===== src/rtl/extirq_pkg.sv =====
// Shared types for the external interrupt controller.
// Assumes the inputs handed to sense_hit are already synchronized.
package extirq_pkg;

    typedef enum logic [1:0] {
        SNS_LOW  = 2'b00,
        SNS_FALL = 2'b01,
        SNS_RISE = 2'b10,
        SNS_BOTH = 2'b11
    } sense_e;

    // Decide whether a line's current and previous samples form a set event.
    function automatic logic sense_hit(input sense_e mode, input logic cur, input logic prev);
        logic hit;
        case (mode)
            SNS_LOW:  hit = !cur;
            SNS_FALL: hit = prev && !cur;
            SNS_RISE: hit = !prev && cur;
            default:  hit = prev != cur;
        endcase
        return hit;
    endfunction

endpackage


===== src/rtl/extirq_sync.sv =====
// Two-flop synchronizer followed by a one-cycle-delayed copy for edge detection.
// Assumes: the inputs are asynchronous; idle level is RST_VAL.
module extirq_sync #(
    parameter int   W       = 8,
    parameter logic RST_VAL = 1'b1
) (
    input  logic         clk_i,
    input  logic         rst_ni,
    input  logic [W-1:0] async_i,
    output logic [W-1:0] cur_o,
    output logic [W-1:0] prev_o
);
    logic [W-1:0] meta_q;
    logic [W-1:0] cur_q;
    logic [W-1:0] prev_q;

    // Shift the pins through two synchronizing stages and one history stage.
    always_ff @(posedge clk_i) begin
        if (!rst_ni) begin
            meta_q <= {W{RST_VAL}};
            cur_q  <= {W{RST_VAL}};
            prev_q <= {W{RST_VAL}};
        end else begin
            meta_q <= async_i;
            cur_q  <= meta_q;
            prev_q <= cur_q;
        end
    end

    assign cur_o  = cur_q;
    assign prev_o = prev_q;
endmodule


===== src/rtl/extirq_chan.sv =====
// One general request line: sense decode, set/clear status flag, enable gate.
// Assumes cur_i/prev_i are synchronized samples one cycle apart.
// A set event outranks a clear in the same cycle.
module extirq_chan
    import extirq_pkg::*;
(
    input  logic       clk_i,
    input  logic       rst_ni,
    input  logic       cur_i,
    input  logic       prev_i,
    input  logic [1:0] sense_i,
    input  logic       clr_i,
    input  logic       en_i,
    output logic       set_o,
    output logic       flag_o,
    output logic       req_o
);
    logic flag_q;

    // Decode the selected sense mode into a set event.
    always_comb begin
        set_o = sense_hit(sense_e'(sense_i), cur_i, prev_i);
    end

    // Status flag: set has priority over the software clear.
    always_ff @(posedge clk_i) begin
        if (!rst_ni) begin
            flag_q <= 1'b0;
        end else if (set_o) begin
            flag_q <= 1'b1;
        end else if (clr_i) begin
            flag_q <= 1'b0;
        end
    end

    assign flag_o = flag_q;
    assign req_o  = flag_q & en_i;
endmodule


===== src/rtl/extirq_nmi.sv =====
// Non-maskable input: edge select register and latched request flag.
// Assumes cur_i/prev_i are synchronized samples one cycle apart.
module extirq_nmi (
    input  logic clk_i,
    input  logic rst_ni,
    input  logic cur_i,
    input  logic prev_i,
    input  logic cfg_we_i,
    input  logic cfg_wdata_i,
    input  logic clr_i,
    output logic req_o
);
    logic rise_sel_q;
    logic hit;
    logic flag_q;

    // Hold the edge select bit (0 falling, 1 rising).
    always_ff @(posedge clk_i) begin
        if (!rst_ni) begin
            rise_sel_q <= 1'b0;
        end else if (cfg_we_i) begin
            rise_sel_q <= cfg_wdata_i;
        end
    end

    // Recognize the selected edge.
    always_comb begin
        hit = rise_sel_q ? (!prev_i && cur_i) : (prev_i && !cur_i);
    end

    // Latched flag; an edge outranks a clear.
    always_ff @(posedge clk_i) begin
        if (!rst_ni) begin
            flag_q <= 1'b0;
        end else if (hit) begin
            flag_q <= 1'b1;
        end else if (clr_i) begin
            flag_q <= 1'b0;
        end
    end

    assign req_o = flag_q;
endmodule


===== src/rtl/extirq_ctrl.sv =====
// External interrupt request controller top.
// Synchronizes all pins, merges keyed and wake inputs (active low) onto the
// two shared lines, runs one channel per general line and the non-maskable
// channel, and forms the standby wake-up output from the permitted sources.
// Assumes N_IRQ >= 8 so that lines 7 and 6 exist.
module extirq_ctrl #(
    parameter int          N_IRQ     = 8,
    parameter int          N_KEY     = 16,
    parameter int          N_WAKE    = 8,
    parameter int          LINE_HI   = 7,
    parameter int          LINE_LO   = 6,
    parameter logic [7:0]  WAKE_MASK = 8'hC7
) (
    input  logic               clk_i,
    input  logic               rst_ni,
    input  logic [N_IRQ-1:0]   irq_pin_i,
    input  logic [N_KEY-1:0]   key_i,
    input  logic [N_WAKE-1:0]  wake_i,
    input  logic               nmi_pin_i,
    input  logic               sense_we_i,
    input  logic [2*N_IRQ-1:0] sense_wdata_i,
    input  logic               en_we_i,
    input  logic [N_IRQ-1:0]   en_wdata_i,
    input  logic [N_IRQ-1:0]   flag_clr_i,
    input  logic               nmi_cfg_we_i,
    input  logic               nmi_cfg_wdata_i,
    input  logic               nmi_clr_i,
    output logic [N_IRQ-1:0]   irq_flag_o,
    output logic [N_IRQ-1:0]   irq_req_o,
    output logic               nmi_req_o,
    output logic               stby_wake_o
);
    localparam int SW      = N_IRQ + N_KEY + N_WAKE + 1;
    localparam int KEY_LSB = N_IRQ;
    localparam int WK_LSB  = N_IRQ + N_KEY;
    localparam int NMI_BIT = SW - 1;
    localparam int KEY_MID = N_KEY / 2;

    logic [SW-1:0]      s_cur;
    logic [SW-1:0]      s_prev;
    logic [N_IRQ-1:0]   line_cur;
    logic [N_IRQ-1:0]   line_prev;
    logic [2*N_IRQ-1:0] sense_q;
    logic [N_IRQ-1:0]   en_q;
    logic [N_IRQ-1:0]   chan_set;

    extirq_sync #(.W(SW), .RST_VAL(1'b1)) sync_i (
        .clk_i  (clk_i),
        .rst_ni (rst_ni),
        .async_i({nmi_pin_i, wake_i, key_i, irq_pin_i}),
        .cur_o  (s_cur),
        .prev_o (s_prev)
    );

    // Merge the active-low shared inputs into the line samples (wired AND).
    always_comb begin
        line_cur  = s_cur[N_IRQ-1:0];
        line_prev = s_prev[N_IRQ-1:0];
        line_cur[LINE_HI]  = s_cur[LINE_HI] & (&s_cur[KEY_LSB+KEY_MID +: N_KEY-KEY_MID])
                           & (&s_cur[WK_LSB +: N_WAKE]);
        line_prev[LINE_HI] = s_prev[LINE_HI] & (&s_prev[KEY_LSB+KEY_MID +: N_KEY-KEY_MID])
                           & (&s_prev[WK_LSB +: N_WAKE]);
        line_cur[LINE_LO]  = s_cur[LINE_LO] & (&s_cur[KEY_LSB +: KEY_MID]);
        line_prev[LINE_LO] = s_prev[LINE_LO] & (&s_prev[KEY_LSB +: KEY_MID]);
    end

    // Sense and enable registers, written whole through their strobes.
    always_ff @(posedge clk_i) begin
        if (!rst_ni) begin
            sense_q <= '0;
            en_q    <= '0;
        end else begin
            if (sense_we_i) sense_q <= sense_wdata_i;
            if (en_we_i)    en_q    <= en_wdata_i;
        end
    end

    for (genvar n = 0; n < N_IRQ; n++) begin : g_chan
        extirq_chan chan_i (
            .clk_i  (clk_i),
            .rst_ni (rst_ni),
            .cur_i  (line_cur[n]),
            .prev_i (line_prev[n]),
            .sense_i(sense_q[2*n +: 2]),
            .clr_i  (flag_clr_i[n]),
            .en_i   (en_q[n]),
            .set_o  (chan_set[n]),
            .flag_o (irq_flag_o[n]),
            .req_o  (irq_req_o[n])
        );
    end

    extirq_nmi nmi_i (
        .clk_i      (clk_i),
        .rst_ni     (rst_ni),
        .cur_i      (s_cur[NMI_BIT]),
        .prev_i     (s_prev[NMI_BIT]),
        .cfg_we_i   (nmi_cfg_we_i),
        .cfg_wdata_i(nmi_cfg_wdata_i),
        .clr_i      (nmi_clr_i),
        .req_o      (nmi_req_o)
    );

    // Standby wake-up from the non-maskable flag or a permitted request line.
    always_comb begin
        stby_wake_o = nmi_req_o | (|(irq_req_o[7:0] & WAKE_MASK));
    end
endmodule


===== config.mk =====
export PLATFORM = sky130hd
export DESIGN_NAME = extirq_ctrl
export DESIGN_NICKNAME = d
export VERILOG_FILES = /design/src/rtl/extirq_pkg.sv /design/src/rtl/extirq_sync.sv /design/src/rtl/extirq_chan.sv /design/src/rtl/extirq_nmi.sv /design/src/rtl/extirq_ctrl.sv
export SDC_FILE = /design/constraint.sdc
export NUM_CORES = 1
export LEC_CHECK = 0
export CAP_MARGIN = 30
export CORE_UTILIZATION = 37
export CTS_CLUSTER_DIAMETER = 150
export DETAILED_ROUTE_END_ITERATION = 8
export DONT_BUFFER_PORTS = 1
export SETUP_SLACK_MARGIN = 0.4
export SLEW_MARGIN = 20
export SYNTH_ARGS = -nofsm -noshare
export SYNTH_HDL_FRONTEND = slang
export SYNTH_SLANG_ARGS = --single-unit
export TNS_END_PERCENT = 1

===== constraint.sdc =====
create_clock -name clk_i -period 2.36 [get_ports clk_i]
set_input_delay 0.472 -clock clk_i [delete_from_list [all_inputs] [get_ports clk_i]]
set_output_delay 0.472 -clock clk_i [all_outputs]
set_load 0.02 [all_outputs]

==> metrics.md, run 1 <==
| Metric | Value |
|---|---|
| DIE WIDTH | approximately 110 µm |
| Max FO, Critical Path | 3 |
| TritonRoute pass-1 iters | 4 |
| Worst R2R Setup Slack | 580 ps |
| Max-slew violations | 0 |
| Cell count after synthesis | 442 |
| Final wirelength | 6940 µm |
| Final Cycle Share | 92.6% |
| Clock tree buffer depth | 2 |
| Synth async-reset ratio | 0% |
| Via Count | 2640 |
| Min-delay src | rst_ni |
| Internal power | 0.00404 W |
| Hold-critical path depth | 1 |
| Reg2reg end | g_chan[7].chan_i.flag_o |
| Sequential share of the synthesized area | a little under three fifths |
| Post-synth cell types | 29 |
| Drt drc | 0 |
| RSZ-0062 raised after global routing | true |
| Place WS | approximately 430 ps |
| First-pass GRT wire length | between 10000 and 15000 µm |
| Crit Path Category | reg -> out |
| Area leader, netlist | dfxtp_1 |
| DR iter-0 viols | 84 |
| Count leader, synth | dfxtp_1 |
| CTS tree | done |
| Synth top area cells | dfxtp_1 (57%), nand2b_1 (12%), mux2i_1 (5.8%) |
| Synth-to-layout area growth | 13.3% |
| Pin count of the biggest net entering global routing | about 130 |
| #FFs+latches synth | roughly 130 |
| Post-synth EDFFs | 0 |
| Num CTS Buffers | 17 |
| Gate power share | 4.2% |
| Crit path DAT | 1710 ps |
| Routed wire length per instance | between 10 and 15 µm |
| Vias in the first global route | 2568 |
| Final HPWL DP | approximately 4700 µm |
| Layout cells sized above 1 | under 10% |
| Top-area cell type share of the netlist area | 57.0% |
| Hold Vio Cnt, Final | 0 |
| Final Net Count | between 500 and 600 |
| Clock Sinks | between 100 and 150 |
| Avg Cell Area, Syn | about 11 µm² |
| Fill cell count | about 1100 |
| GRT Residual Overflow | 0 |
| Slew margin rel. | 79.3% |
| Clock skew | approximately 10 ps |
| Sw Pwr | 0.00111 W |
| Avg Vias per Cell | 4.32 |
| Initial Util | 38.4% |
| Hold buffers post-CTS | 0 |
| Gr usage total | around an eighth |
| Post-route ant nets | 0 |
| Die height | 114 µm |
| Post-CTS setup buffer count | 0 |
| H-tree depth | 4 |
| Ys Warns | 0 |
| R2R Path Start | sync_i.prev_o[30] |
| Synth top cells by count | dfxtp_1 (133), nand2b_1 (93), mux2i_1 (27), nor2b_1 (27), inv_1 (26) |
| Hold WC Path Type | in -> reg |
| Root Driver | clkbuf_16 |
| Fmax | ~460 MHz |
| Req. time, crit path | ~1900 ps |
| I/O pin count | 90 |
| Rows | 40 |
| Cell Pwr Density | 971 nW/µm² |
| Period minus WS final | 2190 ps |
| Core box area | ~12000 µm² |
| Max IR drop VDD | 556 µV |
| CTS clk-pin slew, worst paths | around 60 ps |
| ANT cells | 0 |
| Max-Cap Viols | 0 |
| Final worst slack | between 150 and 200 ps |
| Final setup TNS | 0 ps |
| Port bufs | 0 |
| Clock network fraction of total power | 49.0% |
| Final setup viols | 0 |
| Most used flip-flop cell after synthesis | dfxtp_1 |
| Worst Hold Path EP | sync_i.meta_q[22] |
| R2R depth | 8 |
| Worst-Skew Late Latency | approximately 420 ps |
| Post-Synthesis Net Count | 530 |
| Slew @ Worst Pin | 310 ps |
| Full die area | roughly 13000 µm² |
| P_leak | around 2.3 nW |
| Initial antenna violation count | 0 |
| Sw Share | between 20% and 30% |
| Netlist Area Pre-Place | about 4700 µm² |
| GPL Wtd Cong | ~0.71 |
| Startpoint types | flop |
| Crit. End Element | output pin |
| Status | finished, final reports clean |
| Reg power frac | a little under half |
[cells in the final DEF (no fill, tap or decap), types with 5 or more instances in the layout]
cell | Yosys | layout
nand2b_1 | 93 | 93
dfxtp_1 | 133 | 132
ha_1 | 16 | 16
clkbuf_16 | 0 | 17
nor2b_1 | 27 | 27
nand4_1 | 8 | 8
inv_1 | 26 | 26
mux2i_1 | 27 | 27
a21oi_1 | 10 | 10
nand2_1 | 19 | 19
and2_1 | 13 | 12
nor2_1 | 10 | 10
o211ai_1 | 5 | 5
o221ai_1 | 6 | 6
[flip-flops by register name, summed over array words and instances (netlist names)]
signal,count
sync_i.prev_o,33
sense_q,16
sync_i.meta_q,33
en_q,8
nmi_i.req_o,1
nmi_i.rise_sel_q,1
g_chan.chan_i.flag_o,8
sync_i.cur_o,33
[worst max path at each step]
stage / cells after the start / end / slack (ps) / from
after floorplan: 3 / stby_wake_o / 640 / g_chan[6].chan_i.flag_o
after global routing: 3 / stby_wake_o / 120 / g_chan[0].chan_i.flag_o
final: 3 / stby_wake_o / 170 / g_chan[0].chan_i.flag_o
after global placement: 3 / stby_wake_o / 430 / g_chan[0].chan_i.flag_o
after detailed placement: 3 / stby_wake_o / 430 / g_chan[0].chan_i.flag_o
after CTS: 3 / stby_wake_o / 170 / g_chan[0].chan_i.flag_o
[metrics by stage]
stage,std cells,area (µm²),total power (W),hold slack (ps),utilization [%]
finish,611,5300,0.00514,128,43.6
global route,611,5300,0.00537,107,43.6
CTS,611,5300,0.00521,119,43.6
detailed placement,579,4710,0.00267,393,38.7
global placement,579,4710,0.00266,390,38.7
floorplan,442,4670,0.00267,386,-
[layout make-up]
cell class	count	area [µm²]	area share, %
Clock inverter	14	150	2.83
Inverter	26	97.6	1.84
Sequential cell	133	2660	50.3
Multi-Input combinational cell	250	1730	32.7
Clock buffer	18	429	8.10
Tap cell	168	210	3.97
Timing Repair Buffer	2	15.0	0.283
[cells by family after synthesis]
kind of cell | count (synthesis) | share of synthesized area, %
simple gates | 180 | 22.6
flops | 133 | 57.0
compound gates | 26 | 3.75
mux | 28 | 6.26
fa+ha+maj | 16 | 4.28
buf+inv | 59 | 6.13
[routing by layer]
| layer | GRT usage (%) | share of wire, % | vias to the layer above |
|---|---|---|---|
| li1 | - | - | 1383 |
| met1 | 12.4 | 43 | 1167 |
| met2 | 19.1 | 48 | 77 |
| met3 | 6.03 | 7.0 | 13 |
| met4 | 7.79 | 2.1 | 0 |
| met5 | 0 | 0 | - |
[worst max-delay path, cell delays in order, from the launching register on]
cell and delay (ps):
dfxtp_2 360, and2_4 200, or2_1 220, or4b_4 530
[power by group through the flow]
stage,logic [W],clock network [W],registers (W)
2_1_floorplan,0.000240,0,0.00243
3_3_place_gp,0.000210,0,0.00245
3_5_place_dp,0.000216,0,0.00246
4_1_cts,0.000220,0.00258,0.00241
5_1_grt,0.000249,0.00270,0.00242
6_report,0.000215,0.00252,0.00241
[repair_timing]
item                                    4_1_cts  5_1_grt
gates resized for setup                       4        0
hold endpoints to repair                      0        0
gates cloned                                  0        0
pin swaps                                     0        0
endpoints found under the setup margin        1        1
(Power assumes the default switching activity.)
==> run 2: changes to the inputs <==
--- a/config.mk
+++ b/config.mk
@@ -6,6 +6,7 @@
 export NUM_CORES = 1
 export LEC_CHECK = 0
 export CAP_MARGIN = 30
+export CORE_ASPECT_RATIO = 0.9
 export CORE_UTILIZATION = 37
 export CTS_CLUSTER_DIAMETER = 150
 export DETAILED_ROUTE_END_ITERATION = 8
==> run 2 against run 1 <==
Non-clock buffer count fell by 1. Critical path depth did not move. Routed wire length rose by 0.53%. Power rose by 0.96%. Worst setup slack improved by 18 ps. Core utilization fell by 0.11 points. Cell area fell by 0.17%. Clock skew fell by 5.8 ps. Critical path type unchanged.
==> metrics.md, run 2 (synthesized netlist as in run 1, its figures left out) <==
| Metric | Value |
|---|---|
| CTS clk-pin slew, worst paths | 50 ps (was 60 ps) |
| ANT cells | 0 (unchanged) |
| Avg Vias per Cell | 4.37 (was 4.32) |
| Met2 wire length | 3050 µm (was 3300 µm) |
| Hold buffers post-CTS | 0 (unchanged) |
| Placed cell area | 4690 µm² (was 4710 µm²) |
| Core box area | 12200 µm² (about the same) |
| CTS tree | done (unchanged) |
| Most frequent cells in the layout | dfxtp_1 (132), nand2b_1 (93), nor2b_1 (27), mux2i_1 (27), inv_1 (26) (unchanged) |
| Worst setup path start | g_chan[0].chan_i.flag_o (unchanged) |
| Routed wire length per instance | 11.6 µm (was 11.4 µm) |
| Crit path DAT | 1700 ps (was 1710 ps) |
| Post-route ant nets | 0 (unchanged) |
| Synth-to-layout area growth | 13.1% (was 13.3%) |
| Final setup viols | 0 (unchanged) |
| Crit Path Category | reg -> out (unchanged) |
| DIE WIDTH | 120 µm (was 114 µm) |
| Via Count | 2615 (was 2640) |
| Final setup TNS | 0 ps (unchanged) |
| Final Net Count | 517 (was 518) |
| Clock tree buffer depth | 2 (unchanged) |
| Max IR drop VDD | 588 µV (was 556 µV) |
| Full die area | 13100 µm² (about the same) |
| R2R depth | 8 (unchanged) |
| Max FO, Critical Path | 3 (unchanged) |
| Layout cells sized above 1 | 8.20% (was 8.58%) |
| Post-CTS setup buffer count | 0 (unchanged) |
| RSZ-0062 raised after global routing | true (unchanged) |
| Fmax | 461 MHz (was 457 MHz) |
| Final HPWL DP | 4640 µm (was 4700 µm) |
| Clock Sinks | 133 (unchanged) |
| GPL Wtd Cong | 0.733 (was 0.708) |
| DR top layer | met5 (was met4) |
| Initial antenna violation count | 1 (was 0) |
| GRT Residual Overflow | 0 (unchanged) |
| Slew margin rel. | 78.7% (was 79.3%) |
| Max-slew violations | 0 (unchanged) |
| Rows | 38 (was 40) |
| Clock skew | 4.42 ps (was 10.2 ps) |
| Hold WC Path Type | in -> reg (unchanged) |
| Reg2reg end | g_chan[7].chan_i.flag_o (unchanged) |
| Final wirelength | 6980 µm (was 6940 µm) |
| Hold Vio Cnt, Final | 0 (unchanged) |
| Num CTS Buffers | 17 (unchanged) |
| TritonRoute pass-1 iters | 4 (unchanged) |
| Vias in the first global route | 2447 (was 2568) |
| H-tree depth | 4 (unchanged) |
| R2R Path Start | sync_i.prev_o[31] (was sync_i.prev_o[30]) |
| Met3 routed WL | 499 µm (was 483 µm) |
| Worst-Skew Late Latency | 410 ps (was 420 ps) |
| Initial Util | 38.4% (about the same) |
| First-pass GRT wire length | 11400 µm (about the same) |
| Status | finished, final reports clean (unchanged) |
| P_leak | 2.27 nW (was 2.28 nW) |
| Cell Pwr Density | 981 nW/µm² (was 971 nW/µm²) |
| Final core utilization | 43.5% (was 43.6%) |
| Crit. End Element | output pin (unchanged) |
| Slew @ Worst Pin | 319 ps (was 310 ps) |
| Period minus WS final | 2170 ps (was 2190 ps) |
| Worst R2R Setup Slack | 600 ps (was 580 ps) |
| Die height | 109 µm (was 114 µm) |
| I/O pin count | 90 (unchanged) |
| DR iter-0 viols | 90 (was 84) |
| Final Cycle Share | 91.9% (was 92.6%) |
| Drt drc | 0 (unchanged) |
| Met1 Wirelength | 3270 µm (was 3010 µm) |
| Most common cell after layout, fill and taps aside | dfxtp_1 (unchanged) |
| Port bufs | 0 (unchanged) |
| Gr usage total | 11.9% (was 12.0%) |
| Startpoint types | flop (unchanged) |
| Max-Cap Viols | 0 (unchanged) |
| Req. time, crit path | 1890 ps (about the same) |
| Post-route cell area | 5290 µm² (was 5300 µm²) |
| Setup crit end | stby_wake_o (unchanged) |
| Pin count of the biggest net entering global routing | 134 (unchanged) |
| Root Driver | clkbuf_16 (unchanged) |
[run 2: worst max-delay path, cell delays in order (launching register included)]
cell     delay, ps
dfxtp_2        360
and2_4         200
or2_1          200
or4b_4         530
[run 2: area by class of cell]
cell class,count,area [µm²]
clock buffer,18,429
clock inverter,11,156
fill,1179,6880
inverter,26,97.6
multi-input combinational,250,1730
sequential,133,2660
tap,160,200
timing repair buffer,1,7.51
[run 2: power breakdown]
| part | total (W) | switching (W) | internal, W | leakage, nW |
|---|---|---|---|---|
| Clock | 0.00257 | 0.000921 | 0.00165 | 0.275 |
| Combinational | 0.000209 | 0.0000865 | 0.000122 | 0.895 |
| Sequential | 0.00241 | 0.0000608 | 0.00235 | 1.10 |
[run 2: through the flow]
step           power, W  cells  hold WS [ps]  setup slack (ps)
2_1_floorplan   0.00267    442           386               644
3_3_place_gp    0.00266    570           391               439
3_5_place_dp    0.00267    570           391               430
4_1_cts         0.00527    599           120               166
5_1_grt         0.00543    599           117               141
6_report        0.00519    599           142               192
[run 2: layer usage]
metal / vias up / track usage (%)
li1: 1376 / -
met1: 1150 / 13.6
met2: 74 / 17.7
met3: 13 / 5.70
met4: 2 / 7.67
met5: - / 0
[run 2: worst min path at each step]
stage                            startpoint           endpoint  cells past startpoint
after global placement     sync_i.meta_q[3]    sync_i.cur_o[3]                      1
final                                rst_ni  sync_i.meta_q[30]                      1
after floorplan            sync_i.meta_q[0]    sync_i.cur_o[0]                      1
after detailed placement  sync_i.meta_q[25]   sync_i.cur_o[25]                      1
after CTS                            rst_ni  sync_i.meta_q[20]                      1
after global routing                 rst_ni  sync_i.meta_q[20]                      1
[run 2: what timing repair did]
item                                    in CTS  in global routing
gates cloned                                 0                  0
resized for setup                            5                  1
endpoints found under the setup margin       1                  2
